===== src/rtl/mcs_pkg.sv =====
package mcs_pkg;

    localparam int MCS_PA_W      = 48;
    localparam int MCS_LOC_W     = 46;
    localparam int MCS_TAG_POS   = 47;
    localparam int MCS_ASID_W    = 6;
    localparam int MCS_NUM_SLOTS = 16;

    typedef enum logic [1:0] {
        RT_PLAIN  = 2'd0,
        RT_CRYPT  = 2'd1,
        RT_REJECT = 2'd2
    } mcs_route_e;

    typedef struct packed {
        mcs_route_e kind;
        logic       tag_eff;
    } mcs_route_t;

    // Effective tag after the DMA and legacy overrides (DMA wins).
    function automatic logic mcs_eff_tag(input logic raw_tag,
                                         input logic dma,
                                         input logic legacy);
        if (dma)         return 1'b0;
        else if (legacy) return 1'b1;
        else             return raw_tag;
    endfunction

endpackage


===== src/rtl/mcs_decode.sv =====
module mcs_decode
    import mcs_pkg::*;
#(
    parameter int PA_W      = MCS_PA_W,
    parameter int LOC_W     = MCS_LOC_W,
    parameter int TAG_POS   = MCS_TAG_POS,
    parameter int ASID_W    = MCS_ASID_W,
    parameter int NUM_SLOTS = MCS_NUM_SLOTS,
    parameter int KEY_W     = $clog2(NUM_SLOTS)
) (
    input  logic [PA_W-1:0]   addr,
    input  logic [ASID_W-1:0] asid,
    input  logic              dma,
    input  logic              legacy,
    input  logic              tme,
    output mcs_route_t        route,
    output logic [KEY_W-1:0]  key,
    output logic [LOC_W-1:0]  loc
);

    logic tag;
    logic out_of_range;

    assign tag          = mcs_eff_tag(addr[TAG_POS], dma, legacy);
    assign out_of_range = ({1'b0, asid} >= (ASID_W+1)'(NUM_SLOTS));
    assign loc          = addr[LOC_W-1:0];
    assign key          = tag ? asid[KEY_W-1:0] : '0;

    always_comb begin
        route.tag_eff = tag;
        if (out_of_range)     route.kind = RT_REJECT;
        else if (tme || tag)  route.kind = RT_CRYPT;
        else                  route.kind = RT_PLAIN;
    end

endmodule


===== src/rtl/mcs_key_table.sv =====
module mcs_key_table
    import mcs_pkg::*;
#(
    parameter int ASID_W    = MCS_ASID_W,
    parameter int NUM_SLOTS = MCS_NUM_SLOTS,
    parameter int KEY_W     = $clog2(NUM_SLOTS)
) (
    input  logic                 clk,
    input  logic                 rst,
    input  logic                 load_vld,
    input  logic [ASID_W-1:0]    load_idx,
    input  logic [KEY_W-1:0]     look_idx,
    output logic                 look_ok,
    output logic [NUM_SLOTS-1:0] slot_vld
);

    for (genvar s = 0; s < NUM_SLOTS; s++) begin : g_slot
        always_ff @(posedge clk) begin
            if (rst)
                slot_vld[s] <= 1'b0;
            else if (load_vld && (load_idx == ASID_W'(s)))
                slot_vld[s] <= 1'b1;
        end
    end

    assign look_ok = slot_vld[look_idx];

endmodule


===== src/rtl/mcs_out_stage.sv =====
module mcs_out_stage
    import mcs_pkg::*;
#(
    parameter int LOC_W = MCS_LOC_W,
    parameter int KEY_W = 4
) (
    input  logic             clk,
    input  logic             rst,
    input  logic             load,
    input  logic             err_load,
    input  logic [LOC_W-1:0] in_addr,
    input  logic             in_enc,
    input  logic [KEY_W-1:0] in_key,
    input  logic             out_ready,
    output logic             out_valid,
    output logic [LOC_W-1:0] out_addr,
    output logic             out_enc,
    output logic [KEY_W-1:0] out_key,
    output logic             out_err,
    output logic             free
);

    assign free = !out_valid || out_ready;

    always_ff @(posedge clk) begin
        if (rst) begin
            out_valid <= 1'b0;
            out_err   <= 1'b0;
        end else begin
            out_err <= err_load;
            if (load)           out_valid <= 1'b1;
            else if (out_ready) out_valid <= 1'b0;
        end
    end

    always_ff @(posedge clk) begin
        if (rst) begin
            out_addr <= '0;
            out_enc  <= 1'b0;
            out_key  <= '0;
        end else if (load) begin
            out_addr <= in_addr;
            out_enc  <= in_enc;
            out_key  <= in_key;
        end
    end

endmodule


===== src/rtl/mem_crypt_steer.sv =====
module mem_crypt_steer
    import mcs_pkg::*;
#(
    parameter int PA_W      = MCS_PA_W,
    parameter int LOC_W     = MCS_LOC_W,
    parameter int TAG_POS   = MCS_TAG_POS,
    parameter int ASID_W    = MCS_ASID_W,
    parameter int NUM_SLOTS = MCS_NUM_SLOTS,
    localparam int KEY_W    = $clog2(NUM_SLOTS)
) (
    input  logic              clk,
    input  logic              rst,
    input  logic              tme_strap,
    input  logic              key_load_vld,
    input  logic [ASID_W-1:0] key_load_idx,
    input  logic              req_valid,
    output logic              req_ready,
    input  logic [PA_W-1:0]   req_addr,
    input  logic [ASID_W-1:0] req_asid,
    input  logic              req_dma,
    input  logic              req_legacy,
    output logic              dram_valid,
    input  logic              dram_ready,
    output logic [LOC_W-1:0]  dram_addr,
    output logic              dram_enc,
    output logic [KEY_W-1:0]  dram_key,
    output logic              err_valid
);

    logic                 tme_q;
    mcs_route_t           route;
    logic [KEY_W-1:0]     key_sel;
    logic [LOC_W-1:0]     loc;
    logic                 key_ok;
    logic [NUM_SLOTS-1:0] slot_vld;
    logic                 out_free;
    logic                 accept;
    logic                 fwd_load;
    logic                 err_load;

    // Transparent mode is captured only while reset is held.
    always_ff @(posedge clk) begin
        if (rst) tme_q <= tme_strap;
    end

    mcs_decode #(
        .PA_W(PA_W), .LOC_W(LOC_W), .TAG_POS(TAG_POS),
        .ASID_W(ASID_W), .NUM_SLOTS(NUM_SLOTS), .KEY_W(KEY_W)
    ) u_decode (
        .addr(req_addr), .asid(req_asid), .dma(req_dma),
        .legacy(req_legacy), .tme(tme_q),
        .route(route), .key(key_sel), .loc(loc)
    );

    mcs_key_table #(
        .ASID_W(ASID_W), .NUM_SLOTS(NUM_SLOTS), .KEY_W(KEY_W)
    ) u_keys (
        .clk(clk), .rst(rst),
        .load_vld(key_load_vld), .load_idx(key_load_idx),
        .look_idx(key_sel), .look_ok(key_ok), .slot_vld(slot_vld)
    );

    always_comb begin
        unique case (route.kind)
            RT_REJECT: req_ready = out_free;
            RT_CRYPT:  req_ready = out_free && key_ok;
            default:   req_ready = out_free;
        endcase
    end

    assign accept   = req_valid && req_ready;
    assign err_load = accept && (route.kind == RT_REJECT);
    assign fwd_load = accept && (route.kind != RT_REJECT);

    mcs_out_stage #(
        .LOC_W(LOC_W), .KEY_W(KEY_W)
    ) u_out (
        .clk(clk), .rst(rst),
        .load(fwd_load), .err_load(err_load),
        .in_addr(loc), .in_enc(route.kind == RT_CRYPT), .in_key(key_sel),
        .out_ready(dram_ready),
        .out_valid(dram_valid), .out_addr(dram_addr),
        .out_enc(dram_enc), .out_key(dram_key),
        .out_err(err_valid), .free(out_free)
    );

endmodule


===== config.mk =====
export PLATFORM = sky130hd
export DESIGN_NAME = mem_crypt_steer
export DESIGN_NICKNAME = d
export VERILOG_FILES = /design/src/rtl/mcs_pkg.sv /design/src/rtl/mcs_decode.sv /design/src/rtl/mcs_key_table.sv /design/src/rtl/mcs_out_stage.sv /design/src/rtl/mem_crypt_steer.sv
export SDC_FILE = /design/constraint.sdc
export NUM_CORES = 1
export LEC_CHECK = 0
export BUFFER_PORTS_ARGS = -buffer_cell sky130_fd_sc_hd__clkbuf_2
export CAP_MARGIN = 10
export CORE_MARGIN = 2
export CORE_UTILIZATION = 30
export DETAILED_ROUTE_END_ITERATION = 10
export REMOVE_ABC_BUFFERS = 1
export SYNTH_ARGS = -nofsm -noshare
export SYNTH_HDL_FRONTEND = slang
export SYNTH_SLANG_ARGS = --single-unit

===== constraint.sdc =====
create_clock -name clk -period 3.75 [get_ports clk]
set_clock_uncertainty 0.15 [all_clocks]
set_input_delay 0.75 -clock clk [delete_from_list [all_inputs] [get_ports clk]]
set_output_delay 0.75 -clock clk [all_outputs]
set_load 0.02 [all_outputs]

# Yosys cells after proc, flatten, opt, wreduce, memory -nomap -nowiden
# Index checks and enable logic that the tools add are counted.
# totals
reg_bits	70
wordCells	77
inputBits	68
# op_classes
n_eq_ne	18
reduce_logical	25
order_cmp	2
muxes	10
# op_table
operator	n
equality test 6 x 4 -> 1 bit (second input constant)	8
equality test 6 x 3 -> 1 bit (second input constant)	4
logical AND 1 bit	20
equality test 6 x 2 -> 1 bit (second input constant)	2
two-way mux 1 bit	7
equality test 6 x 1 -> 1 bit (second input constant)	1
greater-or-equal comparator 6 x 5 -> 1 bit (second input constant)	1
zero test 6 bit	1
< comparator 4 x 5 -> 1 bit (second input constant)	1
binary-select mux 1 bit (select 4 bit)	1
two-way mux 4 bit	1
equality test 2 x 1 -> 1 bit (second input constant)	1
equality test 2 bit (second input constant)	1
logical OR 1 bit	2
two-way mux 2 bit	1
!= test 2 bit (second input constant)	1
nonzero test 2 bit	1
zero test 1 bit	1

# Logic depth before layout (Yosys ltp)
# logic_depth
word_depth	10
mapped_depth	8
depth_no_buf	5

# Cells and area by module
# Synthesis repeated with hierarchy kept, for this count alone.
# hier_totals
hier_cells	304
area_unflattened_um2	3095.5
# modules_own_cells
mod	area_per_inst_um2	instances	cells_per_inst	seq_area_each_um2
mcs_out_stage	1895.6	1	171	1061.0
mcs_key_table	704.4	1	70	320.3
mcs_decode	411.6	1	55	0.0
mem_crypt_steer	83.8	1	8	30.0

# Worst setup path after synthesis
# OpenSTA, ideal clock, no wires.
# synth_path
path_type	input port to output port
start	input req_asid[0]
end	output req_ready
t_arrival_ns	2.010
path_buffers	1
cell_stages	5
path_slack_ns	0.840
required_time_ns	2.850
cell_sequence	buf_6 mux4_2 nand3_1 and4_1 a211oi_1
# synth_between
elab_chain_cells	5
elab_cells_between_ends	8
classes_between	order compare (1); eq/ne (1); mux (5); reduce/logical (1)
# synth_rtl
element	line_no	rtl
start, declared	mem_crypt_steer.sv:19	input logic [ASID_W-1:0] req_asid,
branches (longest 4 deep; another with greater-or-equal comparator 6 x 5 -> 1 bit)	--	
two-way mux 1 bit *	mem_crypt_steer.sv:64	unique case (route.kind)
end, declared	mem_crypt_steer.sv:17	output logic req_ready,
# Mark *: on every way between the ends. The select of a mux whose other input is x is not followed.

# Final worst setup path
# Same ends and word-level chain as after synthesis.

==> report_table.html <==
<table>
<tr><th>Metric</th><th>Value</th></tr>
<tr><th colspan="2">Run status</th></tr>
<tr><td>Run status</td><td>finished, final reports clean</td></tr>
<tr><th colspan="2">STA</th></tr>
<tr><td>Count of endpoints failing setup in the final report</td><td>0</td></tr>
<tr><td>Max frequency</td><td>0.309 GHz</td></tr>
<tr><td>Relative slew margins</td><td>0.448</td></tr>
<tr><td>Transition at the pin with the smallest max-transition slack</td><td>0.828 ns</td></tr>
<tr><td>Summed negative setup slack over all endpoints</td><td>0 ns</td></tr>
<tr><td>Share of the clock period used by the worst path</td><td>0.862</td></tr>
<tr><td>Post-layout minimum cycle time</td><td>3.23 ns</td></tr>
<tr><td>Unrepaired setup endpoints after global routing</td><td>false</td></tr>
<tr><td>Number of pins exceeding their max-slew limit in the final report</td><td>0</td></tr>
<tr><td>Final hold violations</td><td>0</td></tr>
<tr><th colspan="2">Synthesis</th></tr>
<tr><td>Most numerous cell types in the synthesized netlist</td><td>sky130_fd_sc_hd__nand2_1 (101), sky130_fd_sc_hd__dfxtp_1 (69), sky130_fd_sc_hd__mux2i_1 (53)</td></tr>
<tr><td>Cell type with the highest aggregate area in the netlist</td><td>sky130_fd_sc_hd__dfxtp_1</td></tr>
<tr><td>Yosys top cell area share</td><td>0.471</td></tr>
<tr><td>Yosys warnings</td><td>0</td></tr>
<tr><td>Avg Synthesized Cell Area</td><td>9.04 um^2</td></tr>
<tr><td>Synthesized instance count</td><td>324</td></tr>
<tr><td>Synth top area cells</td><td>sky130_fd_sc_hd__dfxtp_1 (47%), sky130_fd_sc_hd__mux2i_1 (18%), sky130_fd_sc_hd__nand2_1 (13%), sky130_fd_sc_hd__nor2_1 (2.8%), sky130_fd_sc_hd__buf_6 (2.7%)</td></tr>
<tr><td>Register bit total from synthesis</td><td>70</td></tr>
<tr><td>Number of synthesized flops with an enable pin</td><td>1</td></tr>
<tr><td>Synthesized cell area</td><td>0.00293 mm^2</td></tr>
<tr><td>Primary flip-flop cell chosen by synthesis mapping</td><td>sky130_fd_sc_hd__dfxtp_1</td></tr>
<tr><td>Cell with the most instances after synthesis</td><td>sky130_fd_sc_hd__nand2_1</td></tr>
<tr><td>Yosys cell types</td><td>29</td></tr>
<tr><td>Seq/Total Area, Yosys</td><td>0.482</td></tr>
<tr><td>Async set or reset register ratio after synthesis</td><td>0</td></tr>
<tr><th colspan="2">GRT</th></tr>
<tr><td>Largest net degree at the start of global routing</td><td>50</td></tr>
<tr><td>Antenna violations before repair</td><td>0</td></tr>
<tr><td>Via count of the first global-routing pass</td><td>2333</td></tr>
<tr><td>Global-route wire length before repair</td><td>10400 um</td></tr>
<tr><td>Total global-route track usage</td><td>0.127</td></tr>
<tr><td>Remaining global-route overflow</td><td>0</td></tr>
<tr><th colspan="2">Placed design</th></tr>
<tr><td>Routability cong.</td><td>0.746</td></tr>
<tr><td>Total of buffers placed on input and output ports</td><td>120</td></tr>
<tr><td>HPWL after detailed placement</td><td>4910 um</td></tr>
<tr><th colspan="2">Floorplan</th></tr>
<tr><td>Floorplan row count</td><td>36</td></tr>
<tr><td>I/O pin count</td><td>122</td></tr>
<tr><td>Die height</td><td>103 um</td></tr>
<tr><td>Starting utilization of the core area</td><td>0.304</td></tr>
<tr><td>Total die area</td><td>0.0106 mm^2</td></tr>
<tr><td>Core ar.</td><td>0.00964 mm^2</td></tr>
<tr><td>Die width</td><td>103 um</td></tr>
<tr><th colspan="2">Pwr</th></tr>
<tr><td>Worst VDD drop</td><td>0.000155 V</td></tr>
<tr><td>Net switching power of the design</td><td>0.387 mW</td></tr>
<tr><td>Cell-internal power</td><td>1.13 mW</td></tr>
<tr><td>Share of total power in the clock network</td><td>0.370</td></tr>
<tr><td>Leakage component of the power</td><td>1.65 nW</td></tr>
<tr><td>Total chip power</td><td>1.52 mW</td></tr>
<tr><td>Comb pwr share</td><td>0.119</td></tr>
<tr><td>Power Density</td><td>401 mW/mm^2</td></tr>
<tr><td>Switching part of the total power</td><td>0.255</td></tr>
<tr><td>Fraction of power consumed by sequential logic</td><td>0.512</td></tr>
<tr><th colspan="2">Finish</th></tr>
<tr><td>Inserted Diodes</td><td>0</td></tr>
<tr><td>Area Growth Syn to Fin</td><td>28.9%</td></tr>
<tr><td>Count of fill cells added during filler insertion</td><td>1016</td></tr>
<tr><td>Share of layout cells above drive strength 1</td><td>0.327</td></tr>
<tr><td>Number of nets in the layout</td><td>505</td></tr>
<tr><th colspan="2">Clock network</th></tr>
<tr><td>Clock tree from TritonCTS</td><td>yes</td></tr>
<tr><td>Clock Sink Count</td><td>70</td></tr>
<tr><td>CTS Hold Buffers Added</td><td>0</td></tr>
<tr><td>Maximum clock path buffer count</td><td>2</td></tr>
<tr><td>H-tree depth</td><td>3</td></tr>
<tr><td>Setup Fix Bufs, Post-CTS</td><td>0</td></tr>
<tr><td>Post-cts sizing count</td><td>0</td></tr>
<tr><td>Root buffer selected by CTS</td><td>sky130_fd_sc_hd__clkbuf_8</td></tr>
<tr><td>Number of buffers inserted during clock tree synthesis</td><td>9</td></tr>
<tr><td>Clock-pin slew on the worst setup and hold paths</td><td>0.07 ns</td></tr>
<tr><td>Clock latency on the worst-skew pair</td><td>0.34 ns</td></tr>
<tr><th colspan="2">Run</th></tr>
<tr><td># Max-Cap Violations</td><td>0</td></tr>
<tr><th colspan="2">Detailed routing</th></tr>
<tr><td>Starting DRC count in detailed routing</td><td>53</td></tr>
<tr><td>Antenna-violating nets left</td><td>0</td></tr>
<tr><td>Vias post-DR</td><td>2551</td></tr>
<tr><td>Via count normalized by instance count</td><td>4.44</td></tr>
<tr><td>Router iterations before antenna repair</td><td>4</td></tr>
<tr><td>Final routed wire length divided by cell count</td><td>11.8 um</td></tr>
<tr><td>Overall routed net length</td><td>6790 um</td></tr>
<tr><td>DRC violation count after routing</td><td>0</td></tr>
<tr><th colspan="2">Setup path</th></tr>
<tr><td>Crit path kind</td><td>in -&gt; out</td></tr>
<tr><td>Reg2Reg Depth</td><td>6</td></tr>
<tr><td>Maximum net fanout on the critical path</td><td>9</td></tr>
<tr><td>Kind of end point of the critical path</td><td>output port</td></tr>
<tr><td>Element type at the critical path start</td><td>input pin</td></tr>
<tr><td>WP data required</td><td>2.85 ns</td></tr>
<tr><td>Arrival time at the worst endpoint</td><td>2.33 ns</td></tr>
<tr><th colspan="2">Hold path</th></tr>
<tr><td>Min-delay worst type</td><td>reg -&gt; reg</td></tr>
<tr><td>Number of instances on the worst hold path</td><td>2</td></tr>
</table>
-- cell families (layout without fill, tap and decap cells) --
logic type,after synthesis,in the layout,synth area share
mux,55,55,0.196
flops,70,70,0.482
buf+inv,25,142,0.0504
compound gates,28,28,0.0606
simple gates,146,146,0.211
-- power by group through the flow --
| stage | Combinational (mW) | Sequential [mW] | Clock (mW) |
|---|---|---|---|
| after detailed placement | 0.182 | 0.793 | 0 |
| after floorplan | 0.0849 | 0.816 | 0 |
| final | 0.180 | 0.776 | 0.561 |
| after global placement | 0.178 | 0.792 | 0 |
| after global routing | 0.199 | 0.778 | 0.609 |
| after CTS | 0.183 | 0.776 | 0.584 |
-- worst max-delay path, stage by stage --
cell,delay (ns)
sky130_fd_sc_hd__clkbuf_2,0.24
sky130_fd_sc_hd__mux4_2,0.53
sky130_fd_sc_hd__and3_4,0.20
sky130_fd_sc_hd__nor4_4,0.32
sky130_fd_sc_hd__a211oi_1,0.09
sky130_fd_sc_hd__clkbuf_2,0.19
-- sequential cells by signal, indices dropped and copies added, names as in the netlist --
signal           count
tme_q                1
u_keys.slot_vld     16
u_out.out_addr      46
u_out.out_enc        1
u_out.out_err        1
u_out.out_key        4
u_out.out_valid      1
-- layout make-up --
class	count	area, um^2	area share
clock buffers	14	173	0.0457
clock inverters	1	5.00	0.00132
inverters	4	15.0	0.00397
multi-input cells	229	1380	0.366
flip-flops and latches	70	1410	0.374
well taps	133	166	0.0441
repair buffers	123	623	0.165
-- layout by cell type (no fill, tap or decap), drive strengths merged, types with 3 or more instances in the layout --
cell type / Yosys / layout
mux2i: 53 / 53
clkbuf: 13 / 134
buf: 8 / 3
nor2b: 3 / 3
nand2: 101 / 101
nor3b: 3 / 3
a31oi: 5 / 5
inv: 4 / 4
nand3: 5 / 5
dfxtp: 69 / 69
a211oi: 4 / 4
a21oi: 12 / 12
nor3: 6 / 6
nor2: 22 / 22
-- metal layers --
metal,part of all wire,track usage
met1,0.45,0.148
met2,0.46,0.215
met3,0.072,0.0427
met4,0.016,0.0516
met5,0,0
-- path summary, 6_finish.rpt --
path / startpoint / endpoint / slack (ns)
max: req_asid[0] / req_ready / 0.52
min: u_out.out_addr[44]$_SDFFE_PP0P_ / u_out.out_addr[44]$_SDFFE_PP0P_ / 0.31
min reg2reg: u_out.out_addr[44]$_SDFFE_PP0P_ / u_out.out_addr[44]$_SDFFE_PP0P_ / 0.31
max reg2reg: u_keys.slot_vld[5]$_SDFFE_PP0P_ / u_out.out_addr[12]$_SDFFE_PP0P_ / 1.31
-- stage by stage --
step                      setup slack (ns)  utilization  area (um^2)  hold WS [ns]  cells
after floorplan                      -3.71            -         2800         0.281    303
final                                0.518        0.392         3780         0.307    574
after global placement               0.501        0.373         3600         0.292    559
after CTS                            0.497        0.392         3780         0.309    574
after global routing                 0.431        0.392         3780         0.330    574
after detailed placement             0.477        0.373         3600         0.298    559
No activity file was read; power rests on OpenSTA's default activity.
